--- src/rtl/pwmt_pkg.sv ---
package pwmt_pkg;

   typedef enum logic [1:0] {
      SRC_OFF = 2'd0,
      SRC_SYS = 2'd1,
      SRC_FIX = 2'd2,
      SRC_EXT = 2'd3
   } src_e;

   typedef enum logic [1:0] {
      CH_OFF  = 2'd0,
      CH_HIGH = 2'd1,
      CH_LOW  = 2'd2
   } chmode_e;

   // register byte offsets (decoded by software drivers)
   localparam int A_CTL    = 'h00;
   localparam int A_CNT    = 'h04;
   localparam int A_LIM    = 'h08;
   localparam int A_CFG0   = 'h0C;
   localparam int A_CMP0   = 'h10;
   localparam int A_STRIDE = 8;
   localparam int A_START  = 'h4C;
   localparam int A_INIT   = 'h5C;
   localparam int A_MASK   = 'h60;
   localparam int A_POL    = 'h70;

   localparam int CFG_W      = 6;
   localparam int CFG_EDGE_B = 5;
   localparam int CFG_HI_B   = 3;
   localparam int CFG_LO_B   = 2;

   // sel = {edge, high, low}
   function automatic chmode_e decode_mode(input logic [2:0] sel);
      if (sel[2] && sel[1])      return CH_HIGH;
      else if (sel[2] && sel[0]) return CH_LOW;
      else                       return CH_OFF;
   endfunction

endpackage

--- src/rtl/pwmt_prescale.sv ---
module pwmt_prescale
   import pwmt_pkg::*;
#(
   parameter int PS_W = 3
) (
   input  logic            clk,
   input  logic            rst_n,
   input  src_e            src,
   input  logic [PS_W-1:0] ps,
   input  logic            fix_tick,
   input  logic            ext_tick,
   input  logic            clr,
   output logic            step
);
   localparam int DIV_W = (1 << PS_W) - 1;

   logic [DIV_W-1:0] div_q;
   logic [DIV_W-1:0] div_mask;
   logic             sel_tick;

   always_comb begin
      unique case (src)
         SRC_SYS: sel_tick = 1'b1;
         SRC_FIX: sel_tick = fix_tick;
         SRC_EXT: sel_tick = ext_tick;
         default: sel_tick = 1'b0;
      endcase
   end

   assign div_mask = ~({DIV_W{1'b1}} << ps);
   assign step     = sel_tick && ((div_q & div_mask) == div_mask);

   always_ff @(posedge clk or negedge rst_n) begin
      if (!rst_n)        div_q <= '0;
      else if (clr)      div_q <= '0;
      else if (sel_tick) div_q <= div_q + 1'b1;
   end

endmodule

--- src/rtl/pwmt_count.sv ---
module pwmt_count #(
   parameter int CNT_W = 16
) (
   input  logic             clk,
   input  logic             rst_n,
   input  logic             step,
   input  logic             load,
   input  logic [CNT_W-1:0] start_val,
   input  logic [CNT_W-1:0] lim_next,
   output logic [CNT_W-1:0] cnt,
   output logic [CNT_W-1:0] lim_act,
   output logic             reload
);
   logic wrap;

   assign wrap   = step && (cnt >= lim_act);
   assign reload = load || wrap;

   always_ff @(posedge clk or negedge rst_n) begin
      if (!rst_n) begin
         cnt     <= '0;
         lim_act <= '0;
      end else begin
         if (reload)    cnt <= start_val;
         else if (step) cnt <= cnt + 1'b1;
         if (reload)    lim_act <= lim_next;
      end
   end

endmodule

--- src/rtl/pwmt_chan.sv ---
module pwmt_chan
   import pwmt_pkg::*;
#(
   parameter int CNT_W = 16
) (
   input  logic             clk,
   input  logic             rst_n,
   input  logic             reload,
   input  logic [CNT_W-1:0] cmp_next,
   input  logic [CNT_W-1:0] cnt,
   input  logic [2:0]       mode_sel,
   input  logic             running,
   input  logic             init_lvl,
   input  logic             mask,
   input  logic             pol,
   output logic             out
);
   logic [CNT_W-1:0] cmp_act;
   logic             below;
   logic             raw;
   chmode_e          mode;

   assign mode  = decode_mode(mode_sel);
   assign below = cnt < cmp_act;

   always_comb begin
      if (!running) raw = init_lvl;
      else begin
         unique case (mode)
            CH_HIGH: raw = below;
            CH_LOW:  raw = !below;
            default: raw = 1'b0;
         endcase
      end
   end

   always_ff @(posedge clk or negedge rst_n) begin
      if (!rst_n) begin
         cmp_act <= '0;
         out     <= 1'b0;
      end else begin
         if (reload) cmp_act <= cmp_next;
         out <= mask ? pol : (raw ^ pol);
      end
   end

endmodule

--- src/rtl/shared_pwm_timer.sv ---
module shared_pwm_timer
   import pwmt_pkg::*;
#(
   parameter int NUM_CH = 8,
   parameter int CNT_W  = 16,
   parameter int PS_W   = 3,
   parameter int AW     = 8,
   parameter int DW     = 32
) (
   input  logic              clk,
   input  logic              rst_n,
   input  logic              wr_en,
   input  logic [AW-1:0]     addr,
   input  logic [DW-1:0]     wdata,
   output logic [DW-1:0]     rdata,
   input  logic              fix_tick,
   input  logic              ext_tick,
   output logic [NUM_CH-1:0] pwm_out
);
   localparam int CTL_W = PS_W + 2;

   if (NUM_CH < 1 || NUM_CH > 8) begin : g_bad_nch
      $error("NUM_CH must be 1..8");
   end
   if (CNT_W < 2 || CNT_W > DW) begin : g_bad_cntw
      $error("CNT_W must be 2..DW");
   end
   if (PS_W < 1 || PS_W > 4) begin : g_bad_psw
      $error("PS_W must be 1..4");
   end
   if (AW < 7 || DW < 8) begin : g_bad_bus
      $error("AW must be >= 7 and DW >= 8");
   end

   logic [CTL_W-1:0]  ctl_q;
   logic [CNT_W-1:0]  lim_q;
   logic [CNT_W-1:0]  start_q;
   logic [NUM_CH-1:0] mask_q;
   logic [NUM_CH-1:0] pol_q;
   logic [NUM_CH-1:0] init_q;
   logic [CFG_W-1:0]  cfg_q [NUM_CH];
   logic [CNT_W-1:0]  cmp_q [NUM_CH];

   src_e              src;
   logic [PS_W-1:0]   ps;
   logic              cnt_load;
   logic              step;
   logic              reload;
   logic [CNT_W-1:0]  cnt;
   logic [CNT_W-1:0]  lim_act;
   logic              running;
   logic              unused_wdata;

   assign src          = src_e'(ctl_q[CTL_W-1 -: 2]);
   assign ps           = ctl_q[PS_W-1:0];
   assign running      = (src != SRC_OFF);
   assign cnt_load     = wr_en && (addr == AW'(A_CNT));
   assign unused_wdata = ^wdata;

   // register writes
   always_ff @(posedge clk or negedge rst_n) begin
      if (!rst_n) begin
         ctl_q   <= '0;
         lim_q   <= '0;
         start_q <= '0;
         mask_q  <= '1;
         pol_q   <= '0;
         init_q  <= '0;
         for (int i = 0; i < NUM_CH; i++) begin
            cfg_q[i] <= '0;
            cmp_q[i] <= '0;
         end
      end else if (wr_en) begin
         case (addr)
            AW'(A_CTL):   ctl_q   <= wdata[CTL_W-1:0];
            AW'(A_LIM):   lim_q   <= wdata[CNT_W-1:0];
            AW'(A_START): start_q <= wdata[CNT_W-1:0];
            AW'(A_MASK):  mask_q  <= wdata[NUM_CH-1:0];
            AW'(A_POL):   pol_q   <= wdata[NUM_CH-1:0];
            AW'(A_INIT):  init_q  <= wdata[NUM_CH-1:0];
            default: ;
         endcase
         for (int i = 0; i < NUM_CH; i++) begin
            if (addr == AW'(A_CFG0 + A_STRIDE * i)) cfg_q[i] <= wdata[CFG_W-1:0];
            if (addr == AW'(A_CMP0 + A_STRIDE * i)) cmp_q[i] <= wdata[CNT_W-1:0];
         end
      end
   end

   // register reads
   always_comb begin
      rdata = '0;
      case (addr)
         AW'(A_CTL):   rdata = DW'(ctl_q);
         AW'(A_CNT):   rdata = DW'(cnt);
         AW'(A_LIM):   rdata = DW'(lim_q);
         AW'(A_START): rdata = DW'(start_q);
         AW'(A_MASK):  rdata = DW'(mask_q);
         AW'(A_POL):   rdata = DW'(pol_q);
         AW'(A_INIT):  rdata = DW'(init_q);
         default: ;
      endcase
      for (int i = 0; i < NUM_CH; i++) begin
         if (addr == AW'(A_CFG0 + A_STRIDE * i)) rdata = DW'(cfg_q[i]);
         if (addr == AW'(A_CMP0 + A_STRIDE * i)) rdata = DW'(cmp_q[i]);
      end
   end

   pwmt_prescale #(.PS_W(PS_W)) i_prescale (
      .clk      (clk),
      .rst_n    (rst_n),
      .src      (src),
      .ps       (ps),
      .fix_tick (fix_tick),
      .ext_tick (ext_tick),
      .clr      (cnt_load),
      .step     (step)
   );

   pwmt_count #(.CNT_W(CNT_W)) i_count (
      .clk       (clk),
      .rst_n     (rst_n),
      .step      (step),
      .load      (cnt_load),
      .start_val (start_q),
      .lim_next  (lim_q),
      .cnt       (cnt),
      .lim_act   (lim_act),
      .reload    (reload)
   );

   for (genvar g = 0; g < NUM_CH; g++) begin : g_ch
      pwmt_chan #(.CNT_W(CNT_W)) i_chan (
         .clk      (clk),
         .rst_n    (rst_n),
         .reload   (reload),
         .cmp_next (cmp_q[g]),
         .cnt      (cnt),
         .mode_sel ({cfg_q[g][CFG_EDGE_B], cfg_q[g][CFG_HI_B], cfg_q[g][CFG_LO_B]}),
         .running  (running),
         .init_lvl (init_q[g]),
         .mask     (mask_q[g]),
         .pol      (pol_q[g]),
         .out      (pwm_out[g])
      );
   end

endmodule

--- config.mk ---
export PLATFORM = sky130hd
export DESIGN_NAME = shared_pwm_timer
export DESIGN_NICKNAME = d
export VERILOG_FILES = /design/src/rtl/pwmt_pkg.sv /design/src/rtl/pwmt_prescale.sv /design/src/rtl/pwmt_count.sv /design/src/rtl/pwmt_chan.sv /design/src/rtl/shared_pwm_timer.sv
export SDC_FILE = /design/constraint.sdc
export NUM_CORES = 1
export LEC_CHECK = 0
export BUFFER_PORTS_ARGS = -buffer_cell sky130_fd_sc_hd__buf_2
export CAP_MARGIN = 0
export CORE_MARGIN = 3
export CORE_UTILIZATION = 38
export CTS_BUF_LIST = sky130_fd_sc_hd__clkbuf_8
export CTS_CLUSTER_SIZE = 25
export DETAILED_ROUTE_END_ITERATION = 10
export PLACE_DENSITY = 0.63
export REMOVE_ABC_BUFFERS = 1
export SYNTH_ARGS = -nofsm -noshare
export SYNTH_HDL_FRONTEND = slang
export SYNTH_HIERARCHICAL = 1
export SYNTH_SLANG_ARGS = --single-unit
--- constraint.sdc ---
create_clock -name clk -period 3.8 [get_ports clk]
set_clock_uncertainty 0.1 [all_clocks]
set_input_delay 1.14 -clock clk [delete_from_list [all_inputs] [get_ports clk]]
set_output_delay 1.14 -clock clk [all_outputs]
set_load 0.02 [all_outputs]
After elaboration in Yosys (flattened, before gate mapping) --
Cells that the tools add are included.
Storage, ports and cells: logic and storage cells 221, memory bits (writable) 0, output and inout port bits 40, latch bits 0, memories kept 0, ROM bits 0, register bits after elaboration 412
Operators by class: shift operators 1, muxes and demuxes 62, add/sub/neg operators 2, reductions and logical operators 54, $lt $le $gt $ge 9, equal/unequal tests 42, div/mod/pow operators 0, bitwise gates (word level) 10, $mul 0
Operator list (count):
- 2-to-1 mux 32 bit | 16
- less-than comparator 16 bit | 8
- one-hot mux 16 bit (7 select lines) | 1
- equality test 8 x 6 -> 1 bit, second input constant | 8
- equality test 8 x 7 -> 1 bit, second input constant | 7
- AND reduction 2 bit | 22
- equality test 8 x 5 -> 1 bit, second input constant | 4
- 2-to-1 mux 16 bit | 2
- 2-to-1 mux 2 bit | 16
- equality test 2 bit, second input constant | 10
- logical AND 1 bit | 19
- equality test 2 x 1 -> 1 bit, second input constant | 9
- adder 16 x 1 -> 16 bit, second input constant | 1
- equality test 8 x 4 -> 1 bit, second input constant | 2
- >= comparator 16 bit | 1
- 2-to-1 mux 1 bit | 16
- one-hot mux 1 bit (2 select lines) | 8
- 2-to-1 mux 7 bit | 2
- equality test 8 x 3 -> 1 bit, second input constant | 1
- logical NOT 1 bit | 8
- logical NOT 8 bit | 1
- bitwise XOR 1 bit | 8
- adder 7 x 1 -> 7 bit, second input constant | 1
- bitwise AND 7 bit | 1
- other kinds (6) | 8

Longest topological paths before layout --
Gate-level depths: netlist (run 1).
word-level depth 18, depth in mapped cells 12, depth with buffers taken out 9

Modules after synthesis --
The synthesis (run 1) kept the hierarchy.
By module, submodules not included:
- shared_pwm_timer | cells an instance 934, area an instance 11807.6 sq um, instances 1
- pwmt_chan | cells an instance 115, area an instance 1039.7 sq um, instances 8
- pwmt_count | cells an instance 230, area an instance 2169.6 sq um, instances 1
- pwmt_prescale | cells an instance 47, area an instance 461.7 sq um, instances 1

Least setup slack after synthesis (run 1) --
OpenSTA, ideal clock, no wires.
path kind in2out, start point in addr[2], end point out rdata[1], stages on the path 8, buffers on the path 4, path slack -545 ps, arrival 3105 ps, path through buf_2 > buf_4 > buf_2 > buf_4 > o21ai_0 > a22oi_1 > o32ai_1 > o311ai_0
Between the ends: cells in the longest elaborated chain, start to end 18
RTL lines:
- start, declared | line shared_pwm_timer.sv:13 | input logic [AW-1:0] addr,
- equality test 8 x 7 -> 1 bit, or another cell as far along | line shared_pwm_timer.sv:93 | case (addr)
- one-hot mux 16 bit (7 select lines) | line shared_pwm_timer.sv:93
- 2-to-1 mux 32 bit | line shared_pwm_timer.sv:104 | if (addr == AW'(A_CFG0 + A_STRIDE * i)) rdata = DW'(cfg_q[i]);
- 2-to-1 mux 32 bit | line shared_pwm_timer.sv:105 | if (addr == AW'(A_CMP0 + A_STRIDE * i)) rdata = DW'(cmp_q[i]);
- 2-to-1 mux 32 bit | line shared_pwm_timer.sv:104
- 2-to-1 mux 32 bit | line shared_pwm_timer.sv:105
- 2-to-1 mux 32 bit | line shared_pwm_timer.sv:104
- 2-to-1 mux 32 bit | line shared_pwm_timer.sv:105
- [... 2 more ...]
- 2-to-1 mux 32 bit | line shared_pwm_timer.sv:104
- 2-to-1 mux 32 bit | line shared_pwm_timer.sv:105
- 2-to-1 mux 32 bit | line shared_pwm_timer.sv:104
- 2-to-1 mux 32 bit | line shared_pwm_timer.sv:105
- 2-to-1 mux 32 bit | line shared_pwm_timer.sv:104
- 2-to-1 mux 32 bit | line shared_pwm_timer.sv:105
- 2-to-1 mux 32 bit | line shared_pwm_timer.sv:104
- 2-to-1 mux 32 bit (*) | line shared_pwm_timer.sv:105
- end, declared | line shared_pwm_timer.sv:15 | output logic [DW-1:0] rdata,
Every way passes the cells marked *; elsewhere a longest branch is shown, timed or not.

Worst setup path after layout (run 1) --
start point in addr[1], end point out rdata[5]
The elaborated chain is that of the path after synthesis.

==> summary.txt, run 1 <==
Final layout
  • Final nets: 2556
  • Final Util: 46.69%
  • Design area: 27610 um2
  • Layout cells sized above 1: 31.81%
  • Area Overhead vs Synth: 21.32%

Clock network
  • Clock Latency Late Sink: 0.66 ns
  • TritonCTS Buffers: 72
  • CTS tree: yes
  • Clock Path Buffers: 3
  • Clock net sink count: 412
  • Worst-path clk slew: 0.06 ns
  • H-tree levels: 3
  • CTS Root Cell: clkbuf_8

Detailed routing
  • Routed length on met2: 33620 um
  • Post-DR vias/cell: 5.662
  • ANT nets after route: 0
  • DR WL met3: 5622 um
  • Pre-antenna DRT Iters: 6
  • Met1 WL: 33350 um
  • Initial drt markers: 1608
  • Drt wl/cell: 23.35 um
  • Highest metal used: met5
  • Final routed DRC violation total: 0
  • Final wirelength: 74690 um
  • Via Count: 18110

Global routing
  • First-pass GRT wire length: 113200 um
  • Remaining global-route overflow: 0
  • Initial antenna violation count: 4
  • Largest net degree at the start of global routing: 75
  • Tot GR Track Use: 23.69%
  • Vias in the first global route: 18430

Floorplan
  • Die Width: 250.7 um
  • Die height: 250.7 um
  • I/O pin total: 85
  • DIE AREA: 62860 um2
  • Initial Util: 38.49%
  • Rows: 89
  • Core footprint: 59130 um2

Yosys
  • Mapped Cells: 2131
  • Flops & latches, synth: 412
  • Register area share after synthesis: 45.35%
  • Netlist cell types: 95
  • YS warnings: 6
  • Share of flip-flops with an asynchronous set or reset: 100.0%
  • Syn avg cell area: 10.68 um2
  • EDFF count, synth: 0
  • Main synth FF type: dfrtp_1
  • Synth Cell Area: 22760 um2

STA
  • Final hold vios: 0
  • Max Slew Vio Count: 0
  • Final WS setup: -0.5188 ns
  • Final Cycle Share: 113.7%
  • Worst slew pin tran: 0.8898 ns
  • Final min period: 4.319 ns
  • Peak Freq: 0.2315 GHz
  • RSZ-0062 raised after global routing: true
  • Fin Hold WS: 0.3624 ns
  • Final setup viols: 16
  • Rel. slew slack: 40.13%

Setup path
  • Crit-path max FO: 4
  • Reg2Reg Setup Slack: 0.61 ns
  • Reg-to-Reg Start: i_count/cnt[15]$_DFFE_PN0P_
  • Cells on worst reg2reg path: 8
  • Crit path arrival time: 3.08 ns
  • Critical path endpoint category: primary output
  • Critical Path Start Type: input pin
  • Critical Path RT: 2.56 ns
  • RR Endpoint: g_ch[6].i_chan/out$_DFF_PN0_
  • Worst Path Class, Setup: in -> out

Power
  • Overall power: 0.01536 W
  • Switching Power: 0.005737 W
  • Leak: 12.78 nW
  • Power Density: 556.4 nW/um2
  • Internal power: 0.009625 W
  • Seq pwr share: 38.0%
  • Maximum VDD drop: 347.4 uV
  • Clock network power share: 26.0%
  • Sw Ratio: 37.35%
  • Comb power frac: 36.0%

Placement
  • Port Buffers: 52
  • GPL Wtd Cong: 0.9621
  • HPWL Detailed: 54960 um
  • Dpl cell area: 25070 um2

Run status
  • Violated checks: setup timing
  • Outcome: complete, but fails checks

Run
  • Max_cap viols: 0

Worst hold path
  • Hold crit path type: in -> async
## state kept, by name, summed over array words and instances, names as in the netlist
| register | cells |
|---|---|
| init_q | 8 |
| lim_q | 16 |
| i_prescale/div_q | 7 |
| cmp_q | 128 |
| pol_q | 8 |
| g_ch.i_chan/out | 8 |
| i_count/lim_act | 16 |
| mask_q | 8 |
| ctl_q | 5 |
| i_count/cnt | 16 |
| cfg_q | 48 |
| g_ch.i_chan/cmp_act | 128 |
| start_q | 16 |
## per-stage QoR
stage	cells	setup WS [ns]	setup TNS, ns
detailed placement	3039	-0.9370	-29.00
CTS	3184	-0.5512	-5.939
global route	3198	-0.5551	-6.886
floorplan	2020	-2.935	-409.25
global placement	3039	-0.9307	-28.64
finish	3199	-0.5188	-6.257
## repair_timing
item                       4_1_cts  5_1_grt
gates cloned                     2        1
hold buffers                     0        0
resized for setup              161       42
pin swaps                       44       45
buffers inserted                23       15
setup endpoints to repair       16       16
## routing by layer
metal	global-route usage (%)	vias up
li1	-	8181
met3	4.932	137
met1	33.41	9171
met4	6.884	2
met5	0	-
met2	36.91	622
## placed cells by master (no fill, tap or decap), types with 31 or more instances in the layout
cell type,count
dfrtp_1,404
nand4_1,41
nand3_1,35
mux2_2,236
o211ai_1,31
a21oi_1,86
inv_1,170
buf_4,165
nor2_1,69
nand2_1,228
ha_1,138
o21ai_0,138
buf_6,42
clkbuf_8,86
## worst max-delay path, stage by stage
cell	delay, ns
buf_8	0.10
buf_6	0.11
or4b_4	0.58
nor2_4	0.13
a22oi_2	0.08
and4b_1	0.21
o41a_1	0.33
o21ai_2	0.23
buf_6	0.16
## kinds of logic (layout without fill, tap and decap cells)
group | after synthesis | in the layout | synth area share, %
and+or+nand+nor | 527 | 527 | 12.16
AOI/OAI and AO/OA | 480 | 480 | 14.22
DFF | 412 | 412 | 45.35
muxes | 298 | 298 | 15.06
buffers and inverters | 269 | 547 | 5.372
adders and majority gates | 138 | 138 | 7.587
xor gates and xnor gates | 6 | 6 | 0.2309
other | 1 | 18 | 0.01648
## worst max-delay path by stage
| stage | start | end | slack, ns | cells past startpoint |
|---|---|---|---|---|
| floorplan | addr[7] | g_ch[0].i_chan/cmp_act[0]$_DFFE_PN0P_ | -2.94 | 7 |
| global placement | addr[2] | rdata[1] | -0.93 | 11 |
| detailed placement | addr[2] | rdata[1] | -0.94 | 11 |
| CTS | addr[0] | rdata[5] | -0.55 | 9 |
| global route | addr[4] | rdata[4] | -0.56 | 10 |
| finish | addr[1] | rdata[5] | -0.52 | 9 |
## power by group through the flow
stage | Clock (W) | Sequential [W] | Combinational, W
global placement | 0 | 0.00589 | 0.00507
CTS | 0.00408 | 0.00584 | 0.00546
finish | 0.00399 | 0.00584 | 0.00553
detailed placement | 0 | 0.00591 | 0.00536
floorplan | 0 | 0.00578 | 0.00344
global route | 0.00426 | 0.00594 | 0.00622
## layout make-up
type                       instances  area [um2]
fill                            5459       31520
multi-input combinational       1465       11690
timing repair buffer             279        2718
tap                              773       967.2
inverter                         143       536.8
clock inverter                    39       192.7
antenna                            2       5.005
sequential                       412       10320
clock buffer                      86        1184
## synth_stat cells (all sizes together) (5+ instances only)
library cell,instances,share of area (%)
a2111oi,10,0.60
a211oi,15,0.49
a21o,16,0.53
a21oi,100,2.3
a222oi,16,0.70
a22oi,17,0.58
a31o,9,0.35
a32o,5,0.22
a32oi,9,0.35
and2,10,0.27
and3,5,0.14
buf,72,2.1
clkbuf,54,0.89
dfrtp,404,44
dfstp,8,0.92
ha,138,7.6
inv,142,2.3
mux2,268,14
mux2i,27,1.2
nand2,237,4.1
nand2b,14,0.38
nand3,39,0.90
nand4,41,1.1
nor2,84,1.9
nor2b,6,0.16
nor3,21,0.48
nor4,14,0.44
nor4b,9,0.65
o211ai,31,1.0
o21a,22,0.73
o21ai,152,3.3
o22a,7,0.27
o22ai,11,0.30
o31a,10,0.43
o31ai,16,0.70
or2,13,0.36
or3,13,0.36
xnor2,6,0.23
No activity file was read; power rests on OpenSTA's default activity.
==> run 2, diff against run 1 <==
--- a/config.mk
+++ b/config.mk
@@ -5,11 +5,12 @@
 export SDC_FILE = /design/constraint.sdc
 export NUM_CORES = 1
 export LEC_CHECK = 0
-export BUFFER_PORTS_ARGS = -buffer_cell sky130_fd_sc_hd__buf_2
+export BUFFER_PORTS_ARGS = -buffer_cell sky130_fd_sc_hd__buf_4
 export CAP_MARGIN = 0
 export CORE_MARGIN = 3
 export CORE_UTILIZATION = 38
 export CTS_BUF_LIST = sky130_fd_sc_hd__clkbuf_8
+export CTS_CLUSTER_DIAMETER = 100
 export CTS_CLUSTER_SIZE = 25
 export DETAILED_ROUTE_END_ITERATION = 10
 export PLACE_DENSITY = 0.63
==> run 2 against run 1 <==
Wire length fell by 2.1%; combinational power shrank 0.7%; worst hold slack got worse by 0.0066 ns; the flow still finishes with violations (setup timing); non-clock buffer count is 28 lower; worst setup slack better by 0.039 ns; count of clock-buffer cells in the layout fell by 65; largest power group unchanged; power decreased by 14%; sequential power about the same; die area is the same.
==> summary.txt, run 2 (synthesized netlist as in run 1, its figures left out) <==
Floorplan
  • Core footprint: 59130 um2
  • Die height: 250.7 um
  • Rows: 89
  • DIE AREA: 62860 um2
  • Initial Util: 38.49%
  • I/O pin total: 85
  • Die Width: 250.7 um

Global routing
  • Met2 Use GR: 36.13%
  • Vias in the first global route: 17820
  • Grt peak-use layer: met2
  • Remaining global-route overflow: 0
  • Largest net degree at the start of global routing: 77
  • First-pass GRT wire length: 109600 um
  • GRT met1 Usage: 31.58%
  • Initial antenna violation count: 0
  • GR Util met3: 5.576%
  • Tot GR Track Use: 22.85%

Run status
  • Outcome: complete, but fails checks
  • Violated checks: setup timing

Power
  • Leak: 12.10 nW
  • Seq pwr share: 44.0%
  • Switching Power: 0.005262 W
  • Maximum VDD drop: 355.2 uV
  • Internal power: 0.008014 W
  • Clock network power share: 14.7%
  • Power Density: 502.5 nW/um2
  • Comb power frac: 41.3%
  • Sw Ratio: 39.64%

Final layout
  • Layout cells sized above 1: 29.09%
  • Regs by FF count: cmp_q x128, g_ch.i_chan/cmp_act x128, cfg_q x48
  • Area Overhead vs Synth: 16.09%
  • Final nets: 2476
  • Diode count: 0
  • Final Util: 44.68%
  • Commonest non-fill, non-tap cell in the layout: dfrtp_1
  • Most frequent cells in the layout: dfrtp_1, mux2_2, nand2_1

Setup path
  • Critical Path RT: 2.56 ns
  • CP max-delay cell: or3_4
  • Critical path endpoint category: primary output
  • Buffers & Inverters on Critical Path: 4
  • Delay-heaviest family, CP: simple AND/OR/NAND/NOR gates
  • Critical Path Start Type: input pin
  • Crit path arrival time: 3.04 ns
  • Critical-path cell list: buf_12, buf_6, nand4bb_4, or3_4, o21ai_2, a211oi_1, or3_4, o311ai_4, buf_4, buf_6
  • Worst Path Class, Setup: in -> out
  • Cells on worst reg2reg path: 7
  • Max stage delay on crit path: 0.44 ns
  • Crit-path max FO: 5
  • WP depth: 10

STA
  • Worst slew pin tran: 0.9250 ns
  • Final min period: 4.280 ns
  • Final Cycle Share: 112.6%
  • Final hold vios: 0
  • Rel. slew slack: 37.76%
  • Peak Freq: 0.2337 GHz
  • Final setup viols: 16
  • Final WS setup: -0.4799 ns
  • Max Slew Vio Count: 0
  • RSZ-0062 raised after global routing: true
  • Fin Hold WS: 0.3558 ns

Clock network
  • Clock net sink count: 412
  • Hold_buf cts: 0
  • CTS Root Cell: clkbuf_8
  • Worst-path clk slew: 0.16 ns
  • Clock Path Buffers: 3
  • Clock Latency Late Sink: 0.63 ns
  • CTS tree: yes
  • H-tree levels: 1
  • TritonCTS Buffers: 20

Detailed routing
  • ANT nets after route: 0
  • Post-DR vias/cell: 5.763
  • Pre-antenna DRT Iters: 5
  • Final wirelength: 73100 um
  • Drt wl/cell: 23.73 um
  • Final routed DRC violation total: 0
  • Via Count: 17750
  • Initial drt markers: 1708

Placement
  • GPL Wtd Cong: 0.9585
  • Port Buffers: 52
  • HPWL Detailed: 54260 um

Worst hold path
  • Hold crit path type: in -> async

Run
  • Max_cap viols: 0
## run 2: final cells by class
| class | instances | area, um2 |
|---|---|---|
| Clock buffer | 21 | 289.0 |
| Clock inverter | 15 | 68.82 |
| Fill cell | 5499 | 32710 |
| Inverter | 143 | 536.8 |
| Multi-Input combinational cell | 1465 | 11710 |
| Sequential cell | 412 | 10320 |
| Tap cell | 773 | 967.2 |
| Timing Repair Buffer | 251 | 2531 |
## run 2: metal layers
metal | share of wire [%] | routed length (um) | vias up
met5 | 0 | 0 | -
met1 | 43 | 31600 | 9039
li1 | - | - | 7990
met3 | 8.9 | 6517 | 106
met4 | 2.7 | 2009 | 0
met2 | 45 | 32980 | 616
## run 2: stage by stage
| stage | std cells | setup TNS [ns] | total power (W) | worst slack, ns | area (um2) |
|---|---|---|---|---|---|
| 2_1_floorplan | 2020 | -409.25 | 0.009225 | -2.935 | 22130 |
| 3_3_place_gp | 3021 | -22.68 | 0.01096 | -0.7211 | 25110 |
| 3_5_place_dp | 3021 | -25.34 | 0.01126 | -0.7142 | 25110 |
| 4_1_cts | 3068 | -6.140 | 0.01324 | -0.4805 | 26080 |
| 5_1_grt | 3080 | -6.300 | 0.01425 | -0.4905 | 26420 |
| 6_report | 3080 | -5.762 | 0.01328 | -0.4799 | 26420 |
## run 2: worst paths after layout
path	start	end	slack (ns)
setup / recovery	addr[1]	rdata[1]	-0.48
hold / removal	rst_n	i_count/lim_act[9]$_DFFE_PN0P_	0.36
setup reg to reg	i_count/cnt[13]$_DFFE_PN0P_	g_ch[4].i_chan/out$_DFF_PN0_	0.37
hold reg to reg	cfg_q[37]$_DFFE_PN0P_	cfg_q[37]$_DFFE_PN0P_	0.42
max in group asynchronous	rst_n	mask_q[0]$_DFFE_PN1P_	2.29
min in group clk	cfg_q[37]$_DFFE_PN0P_	cfg_q[37]$_DFFE_PN0P_	0.42
## run 2: repair_timing
item / 4_1_cts / 5_1_grt
buffers inserted: 14 / 13
setup endpoints to repair: 16 / 16
gates cloned: 1 / 1
resized for setup: 115 / 52
pin swaps: 52 / 43
## run 2: power groups by stage
stage | sequential, W | clock (W) | combinational [W]
after global placement | 0.00591 | 0 | 0.00505
final | 0.00584 | 0.00195 | 0.00549
after global routing | 0.00594 | 0.00212 | 0.00620
after floorplan | 0.00578 | 0 | 0.00344
after CTS | 0.00584 | 0.00200 | 0.00540
after detailed placement | 0.00593 | 0 | 0.00533
